<file path="config.mk">
export PLATFORM = sky130hd
export DESIGN_NAME = clkdiv16_gf
export DESIGN_NICKNAME = d
export VERILOG_FILES = /design/src/rtl/clkdiv_pkg.sv /design/src/rtl/clkdiv_phase_ctr.sv /design/src/rtl/clkdiv_shaper.sv /design/src/rtl/clkdiv_marker.sv /design/src/rtl/clkdiv16_gf.sv
export SDC_FILE = /design/constraint.sdc
export NUM_CORES = 1
export LEC_CHECK = 0
export BUFFER_PORTS_ARGS = -buffer_cell sky130_fd_sc_hd__buf_2
export CAP_MARGIN = 15
export CORE_AREA = 2 2 39 41
export DETAILED_ROUTE_END_ITERATION = 8
export DIE_AREA = 0 0 41 43
export SLEW_MARGIN = 20
export SYNTH_ARGS = -nofsm -noshare
export SYNTH_HDL_FRONTEND = slang
export SYNTH_HIERARCHICAL = 1
export SYNTH_SLANG_ARGS = --single-unit
</file>
<file path="constraint.sdc">
create_clock -name clk_in -period 1.3 [get_ports clk_in]
set_input_delay 0.13 -clock clk_in [delete_from_list [all_inputs] [get_ports clk_in]]
set_output_delay 0.13 -clock clk_in [all_outputs]
set_load 0.1 [all_outputs]
</file>
<file path="src/rtl/clkdiv_pkg.sv">
package clkdiv_pkg;

  // Phase that follows cur in a modulo-div sequence.
  function automatic int unsigned phase_after(input int unsigned cur, input int unsigned div);
    return (cur >= div - 1) ? 0 : cur + 1;
  endfunction

endpackage

</file>
<file path="src/rtl/clkdiv_phase_ctr.sv">
module clkdiv_phase_ctr
  import clkdiv_pkg::*;
#(
  parameter int unsigned DIV_RATIO = 16,
  localparam int unsigned PW = (DIV_RATIO > 1) ? $clog2(DIV_RATIO) : 1
) (
  input  logic          clk,
  input  logic          rst_n,
  input  logic          adv_en,
  output logic [PW-1:0] phase_q,
  output logic [PW-1:0] phase_nxt
);

  // Next-state logic; the synchronous reset is folded in here.
  always_comb begin
    if (!rst_n) begin
      phase_nxt = '0;
    end else if (adv_en) begin
      phase_nxt = PW'(phase_after(int'(phase_q), DIV_RATIO));
    end else begin
      phase_nxt = phase_q;
    end
  end

  always_ff @(posedge clk) begin
    phase_q <= phase_nxt;
  end

  // wrap at the last phase
  p_wrap_r7: assert property (@(posedge clk) disable iff (!rst_n)
    (rst_n && adv_en && phase_q == PW'(DIV_RATIO - 1)) |=> (phase_q == '0));

  // single step otherwise
  p_step_r7: assert property (@(posedge clk) disable iff (!rst_n)
    (rst_n && adv_en && phase_q < PW'(DIV_RATIO - 1)) |=> (phase_q == $past(phase_q) + 1'b1));

endmodule

</file>
<file path="src/rtl/clkdiv_shaper.sv">
module clkdiv_shaper #(
  parameter int unsigned DIV_RATIO   = 16,
  parameter int unsigned HIGH_CYCLES = 12,
  localparam int unsigned PW = (DIV_RATIO > 1) ? $clog2(DIV_RATIO) : 1
) (
  input  logic          clk,
  input  logic          rst_n,
  input  logic [PW-1:0] phase_q,
  input  logic [PW-1:0] phase_nxt,
  output logic          clk_div_q
);

  localparam logic [PW-1:0] EDGE_FALL = PW'(HIGH_CYCLES);

  logic level_nxt;

  // The output level is decided from the phase about to be entered,
  // so that the flop lines up with the counter.
  always_comb begin
    level_nxt = (phase_nxt < EDGE_FALL);
  end

  always_ff @(posedge clk) begin
    clk_div_q <= level_nxt;
  end

  // a falling edge happens only on entering the fall phase
  p_fall_r2: assert property (@(posedge clk) disable iff (!rst_n)
    $fell(clk_div_q) |-> (phase_q == EDGE_FALL));

  // no change of the output away from the two edge phases
  p_stable_r3: assert property (@(posedge clk) disable iff (!rst_n)
    (rst_n && $past(rst_n) && phase_q != '0 && phase_q != EDGE_FALL) |-> $stable(clk_div_q));

endmodule

</file>
<file path="src/rtl/clkdiv_marker.sv">
module clkdiv_marker #(
  parameter int unsigned DIV_RATIO = 16,
  localparam int unsigned PW = (DIV_RATIO > 1) ? $clog2(DIV_RATIO) : 1
) (
  input  logic          clk,
  input  logic          rst_n,
  input  logic [PW-1:0] phase_q,
  input  logic [PW-1:0] phase_nxt,
  output logic          mark_q
);

  logic mark_nxt;

  always_comb begin
    mark_nxt = (phase_nxt == '0);
  end

  always_ff @(posedge clk) begin
    mark_q <= mark_nxt;
  end

  // the pulse lasts one cycle
  p_single_r6: assert property (@(posedge clk) disable iff (!rst_n)
    (rst_n && mark_q) |=> !mark_q);

  // the pulse coincides with phase 0
  p_phase0_r6: assert property (@(posedge clk) disable iff (!rst_n)
    (rst_n && $past(rst_n) && mark_q) |-> (phase_q == '0));

endmodule

</file>
<file path="src/rtl/clkdiv16_gf.sv">
module clkdiv16_gf #(
  parameter int unsigned DIV_RATIO   = 16,
  parameter int unsigned HIGH_CYCLES = 12
) (
  input  logic clk_in,
  input  logic rst_n,
  output logic clk_out,
  output logic period_start
);

  localparam int unsigned PW = (DIV_RATIO > 1) ? $clog2(DIV_RATIO) : 1;

  logic [PW-1:0] phase_q;
  logic [PW-1:0] phase_nxt;
  logic          adv_en;

  // The counter advances on every input edge.
  assign adv_en = 1'b1;

  clkdiv_phase_ctr #(.DIV_RATIO(DIV_RATIO)) u_ctr (
    .clk       (clk_in),
    .rst_n     (rst_n),
    .adv_en    (adv_en),
    .phase_q   (phase_q),
    .phase_nxt (phase_nxt)
  );

  clkdiv_shaper #(.DIV_RATIO(DIV_RATIO), .HIGH_CYCLES(HIGH_CYCLES)) u_shape (
    .clk       (clk_in),
    .rst_n     (rst_n),
    .phase_q   (phase_q),
    .phase_nxt (phase_nxt),
    .clk_div_q (clk_out)
  );

  clkdiv_marker #(.DIV_RATIO(DIV_RATIO)) u_mark (
    .clk       (clk_in),
    .rst_n     (rst_n),
    .phase_q   (phase_q),
    .phase_nxt (phase_nxt),
    .mark_q    (period_start)
  );

  // reset sampled low leads to phase 0, output high, marker set
  p_reset_r4: assert property (@(posedge clk_in)
    !rst_n |=> (clk_out && period_start && phase_q == '0));

  // every rising edge of the output starts a period
  p_rise_r1: assert property (@(posedge clk_in) disable iff (!rst_n)
    (rst_n && $past(rst_n) && $rose(clk_out)) |-> period_start);

endmodule

</file>
=== Word level (Yosys, flattened, before mapping) ===
Index checks and enable logic that the tools add are counted.
W data, S select, Z words.

* Add/subtract/negate cells: 1
* $lt $le $gt $ge: 2
* Mux-type cells: 2
* Reduce and logical (&&, ||, !) cells: 1

{| class="wikitable"
|+ Operator list
! kind !! number
|-
| $mux W4 || 2
|-
| $add A4 B1 Y4 const B || 1
|-
| $ge A4 B4 Y1 const B || 1
|-
| $logic_not A4 Y1 || 1
|-
| $lt A4 B4 Y1 const B || 1
|}

* Input bits: 2
* Register bits after elaboration: 6
* Output and inout port bits: 2

=== Depth between registers and ports, before layout ===
Gate-level depths: netlist of run 1.

* Depth after elaboration: 4
* Mapped depth: 5
* Gate-level depth less buffers: 5

=== Hierarchy ===
Netlist of run 1, hierarchy kept.

{| class="wikitable"
|+ By module, submodules not included
! module !! times used !! cells each !! sequential area each (um2) !! area an instance (um2)
|-
| clkdiv_phase_ctr || 1 || 18 || 80.1 || 183.9
|-
| clkdiv_marker || 1 || 2 || 20.0 || 32.5
|-
| clkdiv_shaper || 1 || 2 || 20.0 || 23.8
|-
| clkdiv16_gf || 1 || 1 || 0.0 || 3.8
|}

=== Least setup slack after synthesis of run 1 ===
Ideal clock, no wire load.

* Kind: reg-to-reg
* Start point: reg u_ctr.phase_q[0]
* End point: reg u_mark.mark_q
* Path slack: 0.196 ns
* Stages on the path, launching flop included: 5
* Path buffers: 0
* Library setup time: 0.088 ns
* Data arrival time: 1.016 ns
* Path through: dfxtp_1 ha_1 mux2i_1 nor2b_1 nor4_2

* Cells in the longest elaborated chain, start to end: 4
* Elaborated cells on any way between the ends: 5
* Classes of those cells: add/sub: 1; order compare: 1; mux: 2; reduce/logical: 1

{| class="wikitable"
|+ RTL lines
! what !! RTL line !! RTL
|-
| from (decl) || clkdiv_phase_ctr.sv:10 || <nowiki>output logic [PW-1:0] phase_q,</nowiki>
|-
| from (signal assigned) || clkdiv_phase_ctr.sv:26 || <nowiki>phase_q <= phase_nxt;</nowiki>
|-
| $add A4 B1 Y4 or $ge A4 B4 Y1 (tied branches) || clkdiv_pkg.sv:5 || <nowiki>return (cur >= div - 1) ? 0 : cur + 1;</nowiki>
|-
| $mux W4 * || clkdiv_pkg.sv:5 ||
|-
| $mux W4 * || clkdiv_phase_ctr.sv:16 || <nowiki>if (!rst_n) begin</nowiki>
|-
| net phase_nxt[1] || clkdiv16_gf.sv:14 || <nowiki>logic [PW-1:0] phase_nxt;</nowiki>
|-
| $logic_not A4 Y1 * || clkdiv_marker.sv:15 || <nowiki>mark_nxt = (phase_nxt == '0);</nowiki>
|-
| net u_mark.mark_nxt || clkdiv_marker.sv:12 || <nowiki>logic mark_nxt;</nowiki>
|-
| to (signal assigned) || clkdiv_marker.sv:19 || <nowiki>mark_q <= mark_nxt;</nowiki>
|-
| to (decl) || clkdiv_marker.sv:9 || <nowiki>output logic mark_q</nowiki>
|}

Mark *: on every way through the listed nets, which the timed path passes. The rest lies on a longest branch.

=== Worst setup path after layout of run 1 ===
Ends and elaborated chain as after synthesis.

==> impl_metrics.yaml, run 1 <==
sta:
  finalHoldWorstSlack_ps: 215
  final_hold_viol_count: 0
  finalCritPeriodShare_pct: 91.9
  final_max_slew_viol_count: 0
  rsz0062_at_grt: "no"
  final.setup.worst_slack_ps: 106
  max_freq_ghz: 0.837
  finalSetupTns_ps: 0
  setup_viol: 0
  finClkSkew_ps: 0.648
  fin_crit_ps: 1190
cells_and_area:
  layout.cells.non_filler: 51
  diodes: 0
  area_growth_pct: 34.9
  fin_nets: 40
  final_area_um2: 329
  drive_above_1_share_pct: 25.7
critical_path:
  start_kind: "register"
  crit_required_ps: 1410
  reg2reg_from: "u_ctr/phase_q[0]"
  r2r_setup_slack_ps: 110
  cp_cell_sequence: "ha_1 > nand3_1 > nand3b_1 > a21boi_0 > nor4_2"
  critPathLaunch: "u_ctr/phase_q[0]"
  end_kind: "register"
  cp.arrival_ps: 1310
  max_stage_delay_ps: 330
  rr_endpoint: "u_mark/mark_q"
  path_class: "reg -> reg"
  slowest_stage: "dfxtp_2"
  crit_fanout: 5
  rr_worst_depth: 5
  crit_end: "u_mark/mark_q"
status:
  outcome: "completed"
grt:
  antenna_found_initial: 0
  grt_start_max_net_pins: 6
  grtUsageTotal_pct: 6.14
  grt_overflow: 0
  grt_pass1_wl_um: 696
  grt_pass1_vias: 198
yosys:
  seq_area_frac_synth_pct: 49.2
  avgSynthCellArea_um2: 10.6
  synth_cell_types: 16
  yosys_warnings: 6
  yosys.area_share.adder_pct: 5.13
  synth_top_family_by_area: "simple AND/OR/NAND/NOR gates"
  synth-xor-area-share_pct: 3.59
  syn-cell-area_um2: 244
  muxShareOfSynthArea_pct: 4.10
  ys_seq_elements: 6
  netlist_instances: 23
  synth-simple-area-share_pct: 23.1
  synth-compound-area-share_pct: 13.3
detailed_routing:
  remaining_drc_errors: 0
  ant_nets: 0
  wl_met2_um: 155
  wl_met1_um: 184
  dr_wl_met3_um: 20
  wl_per_cell_um: 7.08
  drtPass1Iterations: 4
  top_layer_used: "met3"
  drtIter0Drc: 1
  vias: 189
  wirelength_um: 361
  via_per_inst: 3.71
clock_network:
  clkLatencyLatePin_ps: 230
  holdBufCountCts: 0
  clock-root-buffer: "clkbuf_4"
  clkTransAtPathRegs_ps: 40
  cts_buffers: 3
  numClockSinks: 6
  ctsHtreeMaxLevel: 1
  clk_path_buf_depth: 2
  cts_tree: "yes"
power:
  p_seq_share_pct: 47.1
  p_comb_share_pct: 14.7
  p_sw_uw: 107
  p_leak_uw: 0.000152
  switching_share_pct: 25.3
  p_int_uw: 316
  ir_drop_mv: 0.406
  power.density_mw_per_mm2: 1290
  clkPwrFrac_pct: 38.2
floorplan:
  start_util_pct: 17.6
  rows: 14
  coreArea_mm2: 0.00138
  io_pins: 4
  die_area_mm2: 0.00176
  die_w_um: 41
  die_h_um: 43
placed_design:
  pre_cts_ws_ps: 85.3
  dp_hpwl_um: 273
  dp_cells: 48
  gp_congestion: 0.756
  port-buffer-count: 3
  dpl_cell_area_um2: 305
worst_hold_path:
  hp-class: "in -> reg"
flow_run:
  cap_violations: 0
-- per-layer routing --
metal	vias to the layer above	GRT usage, %
li1	101	-
met2	5	8.44
met4	0	6.00
met3	0	1.57
met5	-	0
met1	83	7.14
-- timing repair --
action,in CTS,in global routing
endpoints found under the setup margin,0,1
setup buffers,0,0
resized for setup,0,1
-- power groups by stage --
stage               clock (µW)  combinational (µW)  sequential (µW)
finish                     162                62.2              200
global route               181                67.6              200
CTS                        171                62.6              199
detailed placement           0                62.3              202
global placement             0                62.4              202
floorplan                    0                19.7              232
-- how the worst min path moves through the flow --
stage | startpoint | end | slack (ps) | cells past startpoint
finish | rst_n | u_ctr/phase_q[3] | 210 | 2
global route | rst_n | u_ctr/phase_q[3] | 210 | 2
CTS | rst_n | u_ctr/phase_q[3] | 210 | 2
detailed placement | rst_n | u_ctr/phase_q[3] | 460 | 2
global placement | rst_n | u_ctr/phase_q[3] | 470 | 2
floorplan | rst_n | u_ctr/phase_q[3] | 310 | 1
-- stage by stage --
| stage | util (%) | total power [µW] |
|---|---|---|
| floorplan | - | 251 |
| global placement | 22.1 | 265 |
| detailed placement | 22.1 | 264 |
| CTS | 23.7 | 432 |
| global route | 23.8 | 449 |
| finish | 23.8 | 424 |
-- registers in the layout (all words and copies together) (netlist names) --
| register | flops |
|---|---|
| u_ctr/phase_q | 4 |
| u_mark/mark_q | 1 |
| u_shape/clk_div_q | 1 |
-- cell type report --
class                      count  area (µm²)
timing repair buffer           4        22.5
fill                         149        1050
sequential                     6         121
multi-input combinational     22         143
clock buffer                   3        22.5
tap                           16        20.0
-- cell usage after synthesis --
cell type,instances,share of area (%)
mux2i_1,1,4.1
and2_1,1,2.6
ha_1,1,5.1
dfxtp_1,6,49
nor4_2,1,5.1
a41o_1,1,4.1
a21boi_0,1,3.1
xnor2_1,1,3.6
nor2b_1,1,2.6
nand3_1,2,4.1
conb_1,1,1.5
nand3b_1,1,3.1
a21oi_1,1,2.0
o211a_1,1,4.1
nand2_1,2,3.1
nand2b_1,1,2.6
-- worst max-delay path: cells and delay by family (launching register included) --
family,cells,cell delay (ps)
flip-flops,1,330
AND/OR/NAND/NOR,3,250
adder cells (fa/ha/maj),1,230
AO/OA/AOI/OAI,1,260
-- cell families after synthesis --
kind of cell	count (synthesis)
compound gates	4
flops	6
fa+ha+maj	1
mux	1
xor+xnor	1
other cells	1
simple gates	9
-- placed cells by master, fill, tap and decap left out --
master and n:
clkbuf_4 3, dfxtp_2 1, a41o_1 1, buf_4 1
and2_1 1, nand2_1 2, a21oi_1 1, conb_1 6
ha_1 1, nand3_1 2, nor2b_1 1, a21boi_0 1
dfxtp_1 5, nand3b_1 1, mux2i_1 1, xnor2_1 1
buf_2 3, nor4_2 1, o211a_1 1, nand2b_1 1
No activity file was read; power rests on OpenSTA's default activity.
==> inputs of run 2 (changes only) <==
- clock period: 1.3 -> 1.25 ns (I/O delays scaled with it)
==> run 2 against run 1 <==
Compared with the run above:
- clock power increased by 9.9%
- design area increased by 1.9%
- critical path depth fell by 1
- sequential share of layout area shrank 1.1 points
- critical path type unchanged
==> impl_metrics.yaml, run 2 (synthesis results as in run 1) <==
status:
  outcome: "completed"
floorplan:
  die_area_mm2: 0.00176
  start_util_pct: 17.6
  die_w_um: 41
  die_h_um: 43
  coreArea_mm2: 0.00138
  rows: 14
  io_pins: 4
placed_design:
  port-buffer-count: 3
  pre_cts_ws_ps: 57.3
  gp_congestion: 0.740
  dp_hpwl_um: 349
detailed_routing:
  wl_per_cell_um: 10.1
  via_per_inst: 3.83
  wirelength_um: 523
  remaining_drc_errors: 0
  drtPass1Iterations: 3
  ant_nets: 0
  drtIter0Drc: 2
  vias: 199
cells_and_area:
  top_regs: "u_ctr/phase_q: 4 flops, u_mark/mark_q: 1 flops, u_shape/clk_div_q: 1 flops"
  multi_input_area_um2: 143
  seq_area_um2: 120
  regMostFlops: "u_ctr/phase_q"
  fin_nets: 41
  largest_reg_flops: 4
  final_cell_mix: "conb_1 (6), dfxtp_1 (6), clkbuf_4 (3), buf_2 (3)"
  diodes: 0
  n_fill_cell: 147
  drive_above_1_share_pct: 25.0
  area_growth_pct: 37.4
power:
  power.density_mw_per_mm2: 1360
  ir_drop_mv: 0.590
  p_total_uw: 456
  p_leak_uw: 0.000158
critical_path:
  rr_endpoint: "u_mark/mark_q"
  max_stage_delay_ps: 310
  end_kind: "register"
  start_kind: "register"
  reg2reg_from: "u_ctr/phase_q[0]"
  crit_required_ps: 1400
  cp.arrival_ps: 1310
  r2r_setup_slack_ps: 90
  rr_worst_depth: 4
  critPathTopFamily: "simple AND/OR/NAND/NOR gates"
  crit_buf_inv: 0
  crit_fanout: 2
  cp_cell_sequence: "ha_1 > mux2i_1 > nor2b_1 > nor4_2"
  slowest_stage: "dfxtp_1"
  path_class: "reg -> reg"
sta:
  setup_viol: 0
  fin_crit_ps: 1160
  final.setup.worst_slack_ps: 90.9
  max_freq_ghz: 0.863
  final_max_slew_viol_count: 0
  final_hold_viol_count: 0
  finalSetupTns_ps: 0
  rsz0062_at_grt: "no"
  finalCritPeriodShare_pct: 92.7
  finClkSkew_ps: 7.58
clock_network:
  clkLatencyLatePin_ps: 240
  cts_tree: "yes"
  clkTransAtPathRegs_ps: 50
  ctsHtreeMaxLevel: 1
  post_cts_buffers: 0
  clk_path_buf_depth: 2
  clock-root-buffer: "clkbuf_4"
  cts_buffers: 3
  numClockSinks: 6
grt:
  antenna_found_initial: 0
  grt_pass1_vias: 185
  grt_pass1_wl_um: 876
  grt_overflow: 0
  grt_start_max_net_pins: 5
  grtUsageTotal_pct: 7.73
worst_hold_path:
  hp-class: "in -> reg"
  worstHoldStart: "rst_n"
  whs_path_depth: 2
  min_to: "u_ctr/phase_q[3]"
flow_run:
  cap_violations: 0
==> run 2: power by group <==
group	switching [µW]	leakage (µW)	internal (µW)
combinational	50.3	0.0000946	22.4
sequential	4.41	0.0000491	201
clock	69.3	0.0000138	109
==> run 2: worst max-delay path by stage <==
stage,from,endpoint,slack (ps),cells after the start
after CTS,u_ctr/phase_q[0],u_mark/mark_q,10,5
after detailed placement,u_ctr/phase_q[0],u_mark/mark_q,60,5
after global placement,u_ctr/phase_q[0],u_mark/mark_q,100,5
final,u_ctr/phase_q[0],u_mark/mark_q,90,4
after floorplan,u_ctr/phase_q[0],u_mark/mark_q,150,4
after global routing,u_ctr/phase_q[0],u_mark/mark_q,6,5
==> run 2: layout make-up <==
class,instances,area share (%)
Tap cell,16,5.97
Clock buffer,3,6.72
Sequential cell,6,35.8
Multi-Input combinational cell,22,42.5
Timing Repair Buffer,5,8.96
==> run 2: worst reg2reg max path, stage by stage (launching register included) <==
cell and delay (ps):
dfxtp_1 310, ha_1 290, mux2i_1 150, nor2b_1 90
nor4_2 240
==> run 2: what timing repair did <==
item,in CTS,in global routing
endpoints found under the hold margin,0,0
endpoints found under the setup margin,0,1
hold buffers,0,0
resized for setup,0,1
==> run 2: stage by stage <==
step                      hold slack, ps  instance area (µm²)  cells  util (%)
after floorplan                      302                  263     28         -
after global placement               465                  313     49      22.6
after detailed placement             461                  313     49      22.6
after CTS                            202                  335     52      24.2
after global routing                 210                  335     52      24.2
final                                205                  335     52      24.2
==> run 2: per-layer routing <==
layer	global-route usage, %	wire [µm]
met5	0	0
met4	6.00	0
met2	13.4	298
met1	8.04	215
met3	0	9
